`config.mk`:
```
export PLATFORM = sky130hd
export DESIGN_NAME = gpr_bank
export DESIGN_NICKNAME = d
export VERILOG_FILES = /design/src/rtl/gpr_pkg.sv /design/src/rtl/gpr_write_ctrl.sv /design/src/rtl/gpr_storage.sv /design/src/rtl/gpr_read_mux.sv /design/src/rtl/gpr_ptr_view.sv /design/src/rtl/gpr_bank.sv
export SDC_FILE = /design/constraint.sdc
export NUM_CORES = 1
export LEC_CHECK = 0
export ABC_AREA = 0
export BUFFER_PORTS_ARGS = -buffer_cell sky130_fd_sc_hd__buf_4
export CAP_MARGIN = 5
export CELL_PAD_IN_SITES_DETAIL_PLACEMENT = 1
export CELL_PAD_IN_SITES_GLOBAL_PLACEMENT = 1
export CORE_ASPECT_RATIO = 2
export CORE_UTILIZATION = 45
export DETAILED_ROUTE_END_ITERATION = 12
export PLACE_DENSITY = 0.8
export SYNTH_ARGS = -nofsm -noshare
export SYNTH_HDL_FRONTEND = slang
export SYNTH_SLANG_ARGS = --single-unit
export TNS_END_PERCENT = 30
```
`constraint.sdc`:
```
create_clock -name clk -period 5.5 [get_ports clk]
set_input_delay 0.275 -clock clk [delete_from_list [all_inputs] [get_ports clk]]
set_output_delay 0.275 -clock clk [all_outputs]
set_load 0.02 [all_outputs]
```
`src/rtl/gpr_pkg.sv`:
```
package gpr_pkg;

   // Index of the low byte of pointer pair 'sel' starting at register 'base'
   function automatic int pair_low_idx(input int base, input int sel);
      return base + 2 * sel;
   endfunction

   // Index of the high byte of pointer pair 'sel'
   function automatic int pair_high_idx(input int base, input int sel);
      return base + 2 * sel + 1;
   endfunction

   // Read multiplexer variants
   typedef enum int {
      RD_MUX_INDEXED = 0,
      RD_MUX_ONEHOT  = 1
   } rd_mux_kind_e;

endpackage

```
`src/rtl/gpr_write_ctrl.sv`:
```
module gpr_write_ctrl #(
   parameter int NUM_REGS = 32,
   parameter int DATA_W   = 8,
   parameter int NUM_PTRS = 3,
   parameter int PTR_BASE = 26,
   localparam int ADDR_W  = $clog2(NUM_REGS),
   localparam int PTR_W   = 2 * DATA_W,
   localparam int PSEL_W  = $clog2(NUM_PTRS + 1)
) (
   input  logic                             wr_en,
   input  logic [ADDR_W-1:0]                wr_addr,
   input  logic [DATA_W-1:0]                wr_data,
   input  logic                             ptr_wr_en,
   input  logic [PSEL_W-1:0]                ptr_wr_sel,
   input  logic [PTR_W-1:0]                 ptr_wr_data,
   output logic [NUM_REGS-1:0]              reg_we,
   output logic [NUM_REGS-1:0][DATA_W-1:0]  reg_d
);
   import gpr_pkg::*;

   logic ptr_valid;
   assign ptr_valid = ptr_wr_en && (int'(ptr_wr_sel) < NUM_PTRS);

   logic [NUM_PTRS-1:0] ptr_sel_hot;

   for (genvar p = 0; p < NUM_PTRS; p++) begin : g_psel
      assign ptr_sel_hot[p] = ptr_valid && (int'(ptr_wr_sel) == p);
   end

   for (genvar i = 0; i < NUM_REGS; i++) begin : g_reg
      logic byte_hit;
      logic ptr_hit;
      logic [DATA_W-1:0] ptr_byte;

      assign byte_hit = wr_en && (wr_addr == ADDR_W'(i));

      if (i >= PTR_BASE && i < PTR_BASE + 2 * NUM_PTRS) begin : g_paired
         localparam int PIDX = (i - PTR_BASE) / 2;
         localparam bit IS_HIGH = ((i - PTR_BASE) % 2) == 1;
         assign ptr_hit = ptr_sel_hot[PIDX];
         if (IS_HIGH) begin : g_hi
            assign ptr_byte = ptr_wr_data[PTR_W-1:DATA_W];
         end else begin : g_lo
            assign ptr_byte = ptr_wr_data[DATA_W-1:0];
         end
      end else begin : g_plain
         assign ptr_hit  = 1'b0;
         assign ptr_byte = '0;
      end

      // pointer write has priority over a byte write to the same register
      assign reg_we[i] = ptr_hit | byte_hit;
      assign reg_d[i]  = ptr_hit ? ptr_byte : wr_data;
   end

   // at most one pointer pair can be selected in a cycle
   always_comb begin
      a_one_pair_r7: assert ($onehot0(ptr_sel_hot))
         else $error("more than one pointer pair selected");
   end

endmodule

```
`src/rtl/gpr_storage.sv`:
```
module gpr_storage #(
   parameter int NUM_REGS = 32,
   parameter int DATA_W   = 8
) (
   input  logic                             clk,
   input  logic                             rst,
   input  logic [NUM_REGS-1:0]              reg_we,
   input  logic [NUM_REGS-1:0][DATA_W-1:0]  reg_d,
   output logic [NUM_REGS-1:0][DATA_W-1:0]  regs_q
);

   for (genvar i = 0; i < NUM_REGS; i++) begin : g_cell
      always_ff @(posedge clk) begin
         if (rst) begin
            regs_q[i] <= '0;
         end else if (reg_we[i]) begin
            regs_q[i] <= reg_d[i];
         end
      end

      // a register with no write enable holds its value
      p_hold_r10: assert property (@(posedge clk) disable iff (rst)
         !reg_we[i] |=> $stable(regs_q[i]))
         else $error("register %0d changed without a write", i);
   end

endmodule

```
`src/rtl/gpr_read_mux.sv`:
```
module gpr_read_mux #(
   parameter int NUM_REGS = 32,
   parameter int DATA_W   = 8,
   parameter int MUX_KIND = 0,
   localparam int ADDR_W  = $clog2(NUM_REGS)
) (
   input  logic [NUM_REGS-1:0][DATA_W-1:0]  regs_q,
   input  logic [ADDR_W-1:0]                addr,
   output logic [DATA_W-1:0]                data
);
   import gpr_pkg::*;

   if (MUX_KIND == RD_MUX_ONEHOT) begin : g_onehot
      logic [NUM_REGS-1:0] hot;
      for (genvar i = 0; i < NUM_REGS; i++) begin : g_dec
         assign hot[i] = (addr == ADDR_W'(i));
      end
      always_comb begin
         data = '0;
         for (int i = 0; i < NUM_REGS; i++) begin
            data = data | (regs_q[i] & {DATA_W{hot[i]}});
         end
      end
      always_comb begin
         a_onehot_dec_r3: assert ($onehot(hot))
            else $error("read decode not one-hot");
      end
   end else begin : g_indexed
      assign data = regs_q[addr];
   end

endmodule

```
`src/rtl/gpr_ptr_view.sv`:
```
module gpr_ptr_view #(
   parameter int NUM_REGS   = 32,
   parameter int DATA_W     = 8,
   parameter int NUM_PTRS   = 3,
   parameter int PTR_BASE   = 26,
   parameter int LOOKUP_SEL = 2,
   localparam int PTR_W     = 2 * DATA_W,
   localparam int PSEL_W    = $clog2(NUM_PTRS + 1)
) (
   input  logic [NUM_REGS-1:0][DATA_W-1:0]  regs_q,
   input  logic [PSEL_W-1:0]                ptr_rd_sel,
   output logic [PTR_W-1:0]                 ptr_rd_data,
   output logic [PTR_W-1:0]                 lookup_ptr
);
   import gpr_pkg::*;

   logic [NUM_PTRS-1:0][PTR_W-1:0] pair_val;

   for (genvar p = 0; p < NUM_PTRS; p++) begin : g_pair
      localparam int LO = pair_low_idx(PTR_BASE, p);
      localparam int HI = pair_high_idx(PTR_BASE, p);
      assign pair_val[p] = {regs_q[HI], regs_q[LO]};
   end

   always_comb begin
      ptr_rd_data = '0;
      for (int p = 0; p < NUM_PTRS; p++) begin
         if (int'(ptr_rd_sel) == p) begin
            ptr_rd_data = pair_val[p];
         end
      end
   end

   assign lookup_ptr = pair_val[LOOKUP_SEL];

endmodule

```
`src/rtl/gpr_bank.sv`:
```
module gpr_bank #(
   parameter int NUM_REGS   = 32,
   parameter int DATA_W     = 8,
   parameter int NUM_PTRS   = 3,
   parameter int PTR_BASE   = 26,
   parameter int LOOKUP_SEL = 2,
   parameter int MUX_KIND   = 0,
   localparam int ADDR_W    = $clog2(NUM_REGS),
   localparam int PTR_W     = 2 * DATA_W,
   localparam int PSEL_W    = $clog2(NUM_PTRS + 1)
) (
   input  logic              clk,
   input  logic              rst,
   input  logic [ADDR_W-1:0] rd_a_addr,
   output logic [DATA_W-1:0] rd_a_data,
   input  logic [ADDR_W-1:0] rd_b_addr,
   output logic [DATA_W-1:0] rd_b_data,
   input  logic              wr_en,
   input  logic [ADDR_W-1:0] wr_addr,
   input  logic [DATA_W-1:0] wr_data,
   input  logic              ptr_wr_en,
   input  logic [PSEL_W-1:0] ptr_wr_sel,
   input  logic [PTR_W-1:0]  ptr_wr_data,
   input  logic [PSEL_W-1:0] ptr_rd_sel,
   output logic [PTR_W-1:0]  ptr_rd_data,
   output logic [PTR_W-1:0]  lookup_ptr
);
   import gpr_pkg::*;

   localparam int LOOKUP_HI = pair_high_idx(PTR_BASE, LOOKUP_SEL);

   // elaboration-time parameter checks
   if (NUM_REGS != (1 << ADDR_W)) begin : g_chk_pow2
      $error("NUM_REGS must be a power of two");
   end
   if ((PTR_BASE % 2) != 0) begin : g_chk_even
      $error("PTR_BASE must be even");
   end
   if (PTR_BASE + 2 * NUM_PTRS > NUM_REGS) begin : g_chk_fit
      $error("pointer pairs exceed register count");
   end
   if (LOOKUP_SEL >= NUM_PTRS) begin : g_chk_lookup
      $error("LOOKUP_SEL out of range");
   end
   if (MUX_KIND != RD_MUX_INDEXED && MUX_KIND != RD_MUX_ONEHOT) begin : g_chk_mux
      $error("unknown MUX_KIND");
   end

   logic [NUM_REGS-1:0]             reg_we;
   logic [NUM_REGS-1:0][DATA_W-1:0] reg_d;
   logic [NUM_REGS-1:0][DATA_W-1:0] regs_q;

   gpr_write_ctrl #(
      .NUM_REGS (NUM_REGS),
      .DATA_W   (DATA_W),
      .NUM_PTRS (NUM_PTRS),
      .PTR_BASE (PTR_BASE)
   ) u_wctl (
      .wr_en       (wr_en),
      .wr_addr     (wr_addr),
      .wr_data     (wr_data),
      .ptr_wr_en   (ptr_wr_en),
      .ptr_wr_sel  (ptr_wr_sel),
      .ptr_wr_data (ptr_wr_data),
      .reg_we      (reg_we),
      .reg_d       (reg_d)
   );

   gpr_storage #(
      .NUM_REGS (NUM_REGS),
      .DATA_W   (DATA_W)
   ) u_store (
      .clk    (clk),
      .rst    (rst),
      .reg_we (reg_we),
      .reg_d  (reg_d),
      .regs_q (regs_q)
   );

   gpr_read_mux #(
      .NUM_REGS (NUM_REGS),
      .DATA_W   (DATA_W),
      .MUX_KIND (MUX_KIND)
   ) u_rd_a (
      .regs_q (regs_q),
      .addr   (rd_a_addr),
      .data   (rd_a_data)
   );

   gpr_read_mux #(
      .NUM_REGS (NUM_REGS),
      .DATA_W   (DATA_W),
      .MUX_KIND (MUX_KIND)
   ) u_rd_b (
      .regs_q (regs_q),
      .addr   (rd_b_addr),
      .data   (rd_b_data)
   );

   gpr_ptr_view #(
      .NUM_REGS   (NUM_REGS),
      .DATA_W     (DATA_W),
      .NUM_PTRS   (NUM_PTRS),
      .PTR_BASE   (PTR_BASE),
      .LOOKUP_SEL (LOOKUP_SEL)
   ) u_pview (
      .regs_q      (regs_q),
      .ptr_rd_sel  (ptr_rd_sel),
      .ptr_rd_data (ptr_rd_data),
      .lookup_ptr  (lookup_ptr)
   );

   // ---------------- assertions ----------------
   logic              ptr_ok;
   logic [ADDR_W-1:0] ptr_lo_addr;
   logic [ADDR_W-1:0] ptr_hi_addr;
   logic              byte_in_pair;

   assign ptr_ok       = ptr_wr_en && (int'(ptr_wr_sel) < NUM_PTRS);
   assign ptr_lo_addr  = ADDR_W'(PTR_BASE + 2 * int'(ptr_wr_sel));
   assign ptr_hi_addr  = ADDR_W'(PTR_BASE + 2 * int'(ptr_wr_sel) + 1);
   assign byte_in_pair = ptr_ok && (wr_addr == ptr_lo_addr || wr_addr == ptr_hi_addr);

   p_reset_clear_r1: assert property (@(posedge clk)
      rst |=> (regs_q == '0))
      else $error("registers not cleared by reset");

   p_wr_lands_r2: assert property (@(posedge clk) disable iff (rst)
      (wr_en && !byte_in_pair) |=> (regs_q[$past(wr_addr)] == $past(wr_data)))
      else $error("byte write lost");

   p_ptr_pair_r6: assert property (@(posedge clk) disable iff (rst)
      ptr_ok |=> ({regs_q[$past(ptr_hi_addr)], regs_q[$past(ptr_lo_addr)]} == $past(ptr_wr_data)))
      else $error("pointer write did not update both bytes");

   p_ptr_prio_r7: assert property (@(posedge clk) disable iff (rst)
      (byte_in_pair && wr_addr == ptr_lo_addr) |=> (regs_q[$past(wr_addr)] == $past(ptr_wr_data[DATA_W-1:0])))
      else $error("byte write overrode pointer low byte");

   p_lookup_r8: assert property (@(posedge clk) disable iff (rst)
      (rd_b_addr == ADDR_W'(LOOKUP_HI)) |-> (rd_b_data == lookup_ptr[PTR_W-1:DATA_W]))
      else $error("lookup output disagrees with read port");

   p_bad_sel_r9: assert property (@(posedge clk) disable iff (rst)
      (ptr_wr_en && !ptr_ok && !wr_en) |=> $stable(regs_q))
      else $error("invalid pointer select changed state");

endmodule

```
## Word level (Yosys, flattened, before mapping)

Index checks and enable logic that the tools add are counted.

- Register bits: 256
- Memories kept: 0
- Memory bits (writable): 0
- Latch bits: 0
- Bits in read-only memories: 0
- Word-level logic and storage cells: 128

- $mul: 0
- Order comparisons: 3
- Divide/modulo/power cells: 0
- Bitwise operators: 6
- Mux-type cells: 13
- Shift-type cells: 0
- Add/sub/neg operators: 0
- Reductions and logical operators: 39
- Eq/ne operators: 35

Operator list:

| cell | number |
|---|---|
| 8-bit binary-select mux with 5-bit select | 2 |
| 5-bit == test (second input constant) | 16 |
| 8-bit two-way mux | 8 |
| 16-bit two-way mux | 3 |
| 5-bit by 4-bit == test with 1-bit output (second input constant) | 8 |
| 1-bit logical AND | 36 |
| 5-bit by 3-bit == test with 1-bit output (second input constant) | 4 |
| 5-bit by 6-bit < comparator with 1-bit output (second input constant) | 2 |
| 5-bit by 2-bit == test with 1-bit output (second input constant) | 2 |
| 2-bit == test (second input constant) | 4 |
| 1-bit OR | 6 |
| 5-bit by 1-bit == test with 1-bit output (second input constant) | 1 |
| 5-bit logical NOT | 1 |
| 2-bit logical NOT | 2 |
| 2-bit < comparator (second input constant) | 1 |

## Longest topological paths before layout

- Word-level depth: 4
- Depth in mapped cells: 6

## Cells and area by module

From an unflattened synthesis, not the netlist that was laid out.

- Cells, all modules: 1436
- Area, all modules: 16240.6 um2

Modules (own cells, without submodules):

| module | cells each | instances | area each (um2) |
|---|---|---|---|
| gpr_storage | 828 | 1 | 9047.4 |
| gpr_read_mux | 107 | 2 | 1994.4 |
| gpr_write_ctrl | 339 | 1 | 2702.6 |
| gpr_ptr_view | 55 | 1 | 501.7 |

## Worst setup path after synthesis

No wires, ideal clock.

- Path kind: input-to-output
- Start point: input rd_a_addr[2]
- End point: output rd_a_data[0]
- Required time: 5225 ps
- Arrival time: 2048 ps
- Cell stages on the path: 5
- Slack: 3177 ps
- Path buffers: 2
- Path through: clkbuf_1 buf_1 mux4_2 mux4_2 mux2_2

- Cells in the longest elaborated chain, start to end: 2

Ends and longest elaborated chain:

| item | line | RTL |
|---|---|---|
| start: declaration | gpr_bank.sv:14 | `input logic [ADDR_W-1:0] rd_a_addr,` |
| 8-bit binary-select mux with 5-bit select | gpr_read_mux.sv:29 | `assign data = regs_q[addr];` |
| 8-bit two-way mux (implied by the code) | gpr_read_mux.sv:29 |  |
| end: declaration | gpr_bank.sv:15 | `output logic [DATA_W-1:0] rd_a_data,` |

Every way passes these cells. The select of a mux whose other input is x is not followed.

## Final worst setup path

- Start point: input rd_a_addr[1]
- End point: output rd_a_data[5]

Same word-level chain as after synthesis.

==> impl_metrics.csv <==
group,metric,value,unit
status,status,"complete, no violations",
floorplanning,die_w,129.8,µm
synthesis,synth-xor-area-share,0,
synthesis,ys_top_cells_by_area,"dfxtp_1 35%, mux4_2 25%, o21ai_0 8.9%",
setup_path,critPathArrivalTime,2960,ps
cts,cts_root_buffer,"clkbuf_16",
timing,fin_ws,2268,ps
synthesis,syn_avg_cell_area,9.377,µm²
cts,cts_sinks,256,
timing,setup_viol,0,
grt,grt_pass1_wl,90.74,mm
cts,clock_latency,550,ps
setup_path,crit_type,"input port to output port",
synthesis,yosysWarningCount,0,
route,wl,59.24,mm
route,via_per_inst,7.450,
placement,finalWeightedCongestion,0.9105,
timing,tightest_slew,1300,ps
route,routed-via-count,14380,
layout,antenna_cells,0,
synthesis,synth_compound_gate_area_share,0.1920,
cts,cts_tree,"done",
grt,grt_pass1_vias,14850,
route,final_antenna_net_count,0,
synthesis,synth_fa_ha_area_frac,0,
timing,fin_crit,3232,ps
power,powerDensity,280.6,nW/µm²
power,irDropWorstVdd,0.0002012,V
timing,slew_headroom,0.1330,
layout,final_core_util,0.5038,
synthesis,synthMuxAreaShare,0.2682,
timing,max_freq,0.3095,GHz
floorplanning,io_pins,95,
timing,setup_tns,0,ps
synthesis,synth_top_family_by_area,"multiplexers",
grt,grt_start_max_net_pins,257,
synthesis,synth_cell_types,31,
cts,post-cts-setup-buffers,0,
cts,cts-resized-gates,0,
grt,antenna_found_initial,1,
timing,skew,0,ps
setup_path,cp-start-kind,"input port",
cts,postCtsHoldBufs,0,
placement,io_buffers,94,
layout,regMostFlops,"u_store.regs_q",
synthesis,synth-simple-area-share,0.1225,
layout,nets,1531,
floorplanning,start_util,0.4562,
timing,final_hold_viol_count,0,
flow_run,max_cap_viol_count,0,
layout,syn_to_final_growth,10.44,%
layout,largest_register_ffs,256,
synthesis,synth_fp_nets,1615,
synthesis,seq_area_frac_synth,0.3486,
timing,fin_crit_sh,0.5876,
route,firstDrtPassIters,6,
synthesis,yosysTopAreaCell,"dfxtp_1",
setup_path,cp_max_fo,39,
synthesis,synth_top_cell_area_share,0.3486,
floorplanning,fp.dieH,257.6,µm
cts,clockBufferDepth,3,
cts,clk_pin_slew,60,ps
route,wire_per_inst,30.69,µm
setup_path,critPathRequiredTime,5220,ps
layout,drive_above_1_share,0.2409,
layout,largestRegisters,"u_store.regs_q (256)",
placement,dpl_worst_slack,2289,ps
grt,grt.total_usage,0.3599,
route,route.detailed.drc,0,
floorplanning,rows,93,
min_path,hp-class,"input port to flip-flop",
timing,rsz0062_at_grt,"false",
timing,drv_slew,0,
route,drt_iter0_drc,1947,
power,cellLeakagePower,5.159,nW
floorplanning,core_region_area,32230,µm²
synthesis,synthCells,1568,
cts,numCtsBuffers,25,
floorplanning,die_area,33440,µm²
synthesis,netlist_area,14700,µm²
placement,dpl.hpwl,36.43,mm
synthesis,ys_seq_elements,256,
layout,finalNonFillerCells,1930,
placement,dp_cells,1884,
cts,cts-htree-levels,1,
setup_path,endpoint_kind,"output port",
grt,grt-ovfl-total,0,
==> cells in the mapped netlist <==
| cell | count |
|---|---|
| nor4bb_1 | 3 |
| or4bb_1 | 1 |
| dfxtp_1 | 256 |
| buf_2 | 3 |
| buf_1 | 17 |
| nand2_1 | 18 |
| nand4_1 | 1 |
| or4b_2 | 1 |
| nand2b_1 | 4 |
| a21oi_1 | 208 |
| nand3_1 | 256 |
| mux2i_1 | 16 |
| and2_1 | 2 |
| nor4b_2 | 1 |
| nand3b_1 | 2 |
| nor2_1 | 50 |
| nor2b_1 | 5 |
| mux4_2 | 160 |
| o21ai_1 | 10 |
| or2_2 | 2 |
| and4b_1 | 3 |
| or3b_2 | 1 |
| mux2_2 | 16 |
| nand4bb_1 | 2 |
| o21ai_0 | 262 |
| buf_4 | 28 |
| nand4b_1 | 3 |
| and4_1 | 1 |
| clkbuf_1 | 186 |
| buf_6 | 2 |
| a311oi_1 | 48 |
==> routing by layer <==
metal	wire length [µm]	vias to the layer above	track usage
li1	-	5783	-
met1	20670	7272	0.4352
met2	29080	1032	0.5922
met3	5358	289	0.05863
met4	4085	2	0.2225
met5	49	-	0
==> worst paths after layout <==
path | startpoint | slack, ps | endpoint | cells past startpoint
max | rd_a_addr[1] | 2270 | rd_a_data[5] | 6
min | ptr_wr_data[2] | 20 | u_store.regs_q[242]$_SDFFE_PP0P_ | 3
max reg2reg | u_store.regs_q[250]$_SDFFE_PP0P_ | 4410 | u_store.regs_q[250]$_SDFFE_PP0P_ | 2
min reg2reg | u_store.regs_q[23]$_SDFFE_PP0P_ | 490 | u_store.regs_q[23]$_SDFFE_PP0P_ | 2
==> where the power goes <==
group,leakage (nW),switching (W),internal [W]
Sequential,2.07,0.0000447,0.00188
Clock,0.472,0.000824,0.00127
Combinational,2.62,0.000361,0.000176
==> worst max-delay path, stage by stage <==
cell and delay (ps):
buf_4 600, buf_4 420, mux4_2 560, mux4_2 540
mux2_2 310, buf_4 160
==> final cells by class <==
cell class / count / area [µm²]
repair buffers: 125 / 954.7
multi-input cells: 1076 / 8645
flip-flops and latches: 256 / 5125
clock inverters: 16 / 295.3
fillers: 3637 / 15990
well taps: 427 / 534.3
clock buffers: 30 / 684.4
==> cells by family (layout without fill, tap and decap cells) <==
group	after synthesis	after routing
multiplexers	192	192
buffers and inverters	236	171
AO/OA/AOI/OAI	528	528
flip-flops	256	256
AND/OR/NAND/NOR	356	356
==> cell usage in the layout, fill, tap and decap left out, types with 18 or more instances in the layout <==
cell         n
a21oi_1    208
a311oi_1    48
buf_4      123
clkbuf_16   25
dfxtp_1    256
mux4_2     160
nand2_1     18
nand3_1    256
nor2_1      48
o21ai_0    262
==> stage by stage <==
stage | instance area (µm²) | power (W) | hold slack, ps
floorplan | 14700 | 0.002295 | 445.2
global placement | 15260 | 0.002478 | 467.1
detailed placement | 15260 | 0.002492 | 483.9
CTS | 16240 | 0.004549 | 15.92
global route | 16240 | 0.004648 | 27.51
finish | 16240 | 0.004557 | 24.01
No activity file was read; power rests on OpenSTA's default activity.
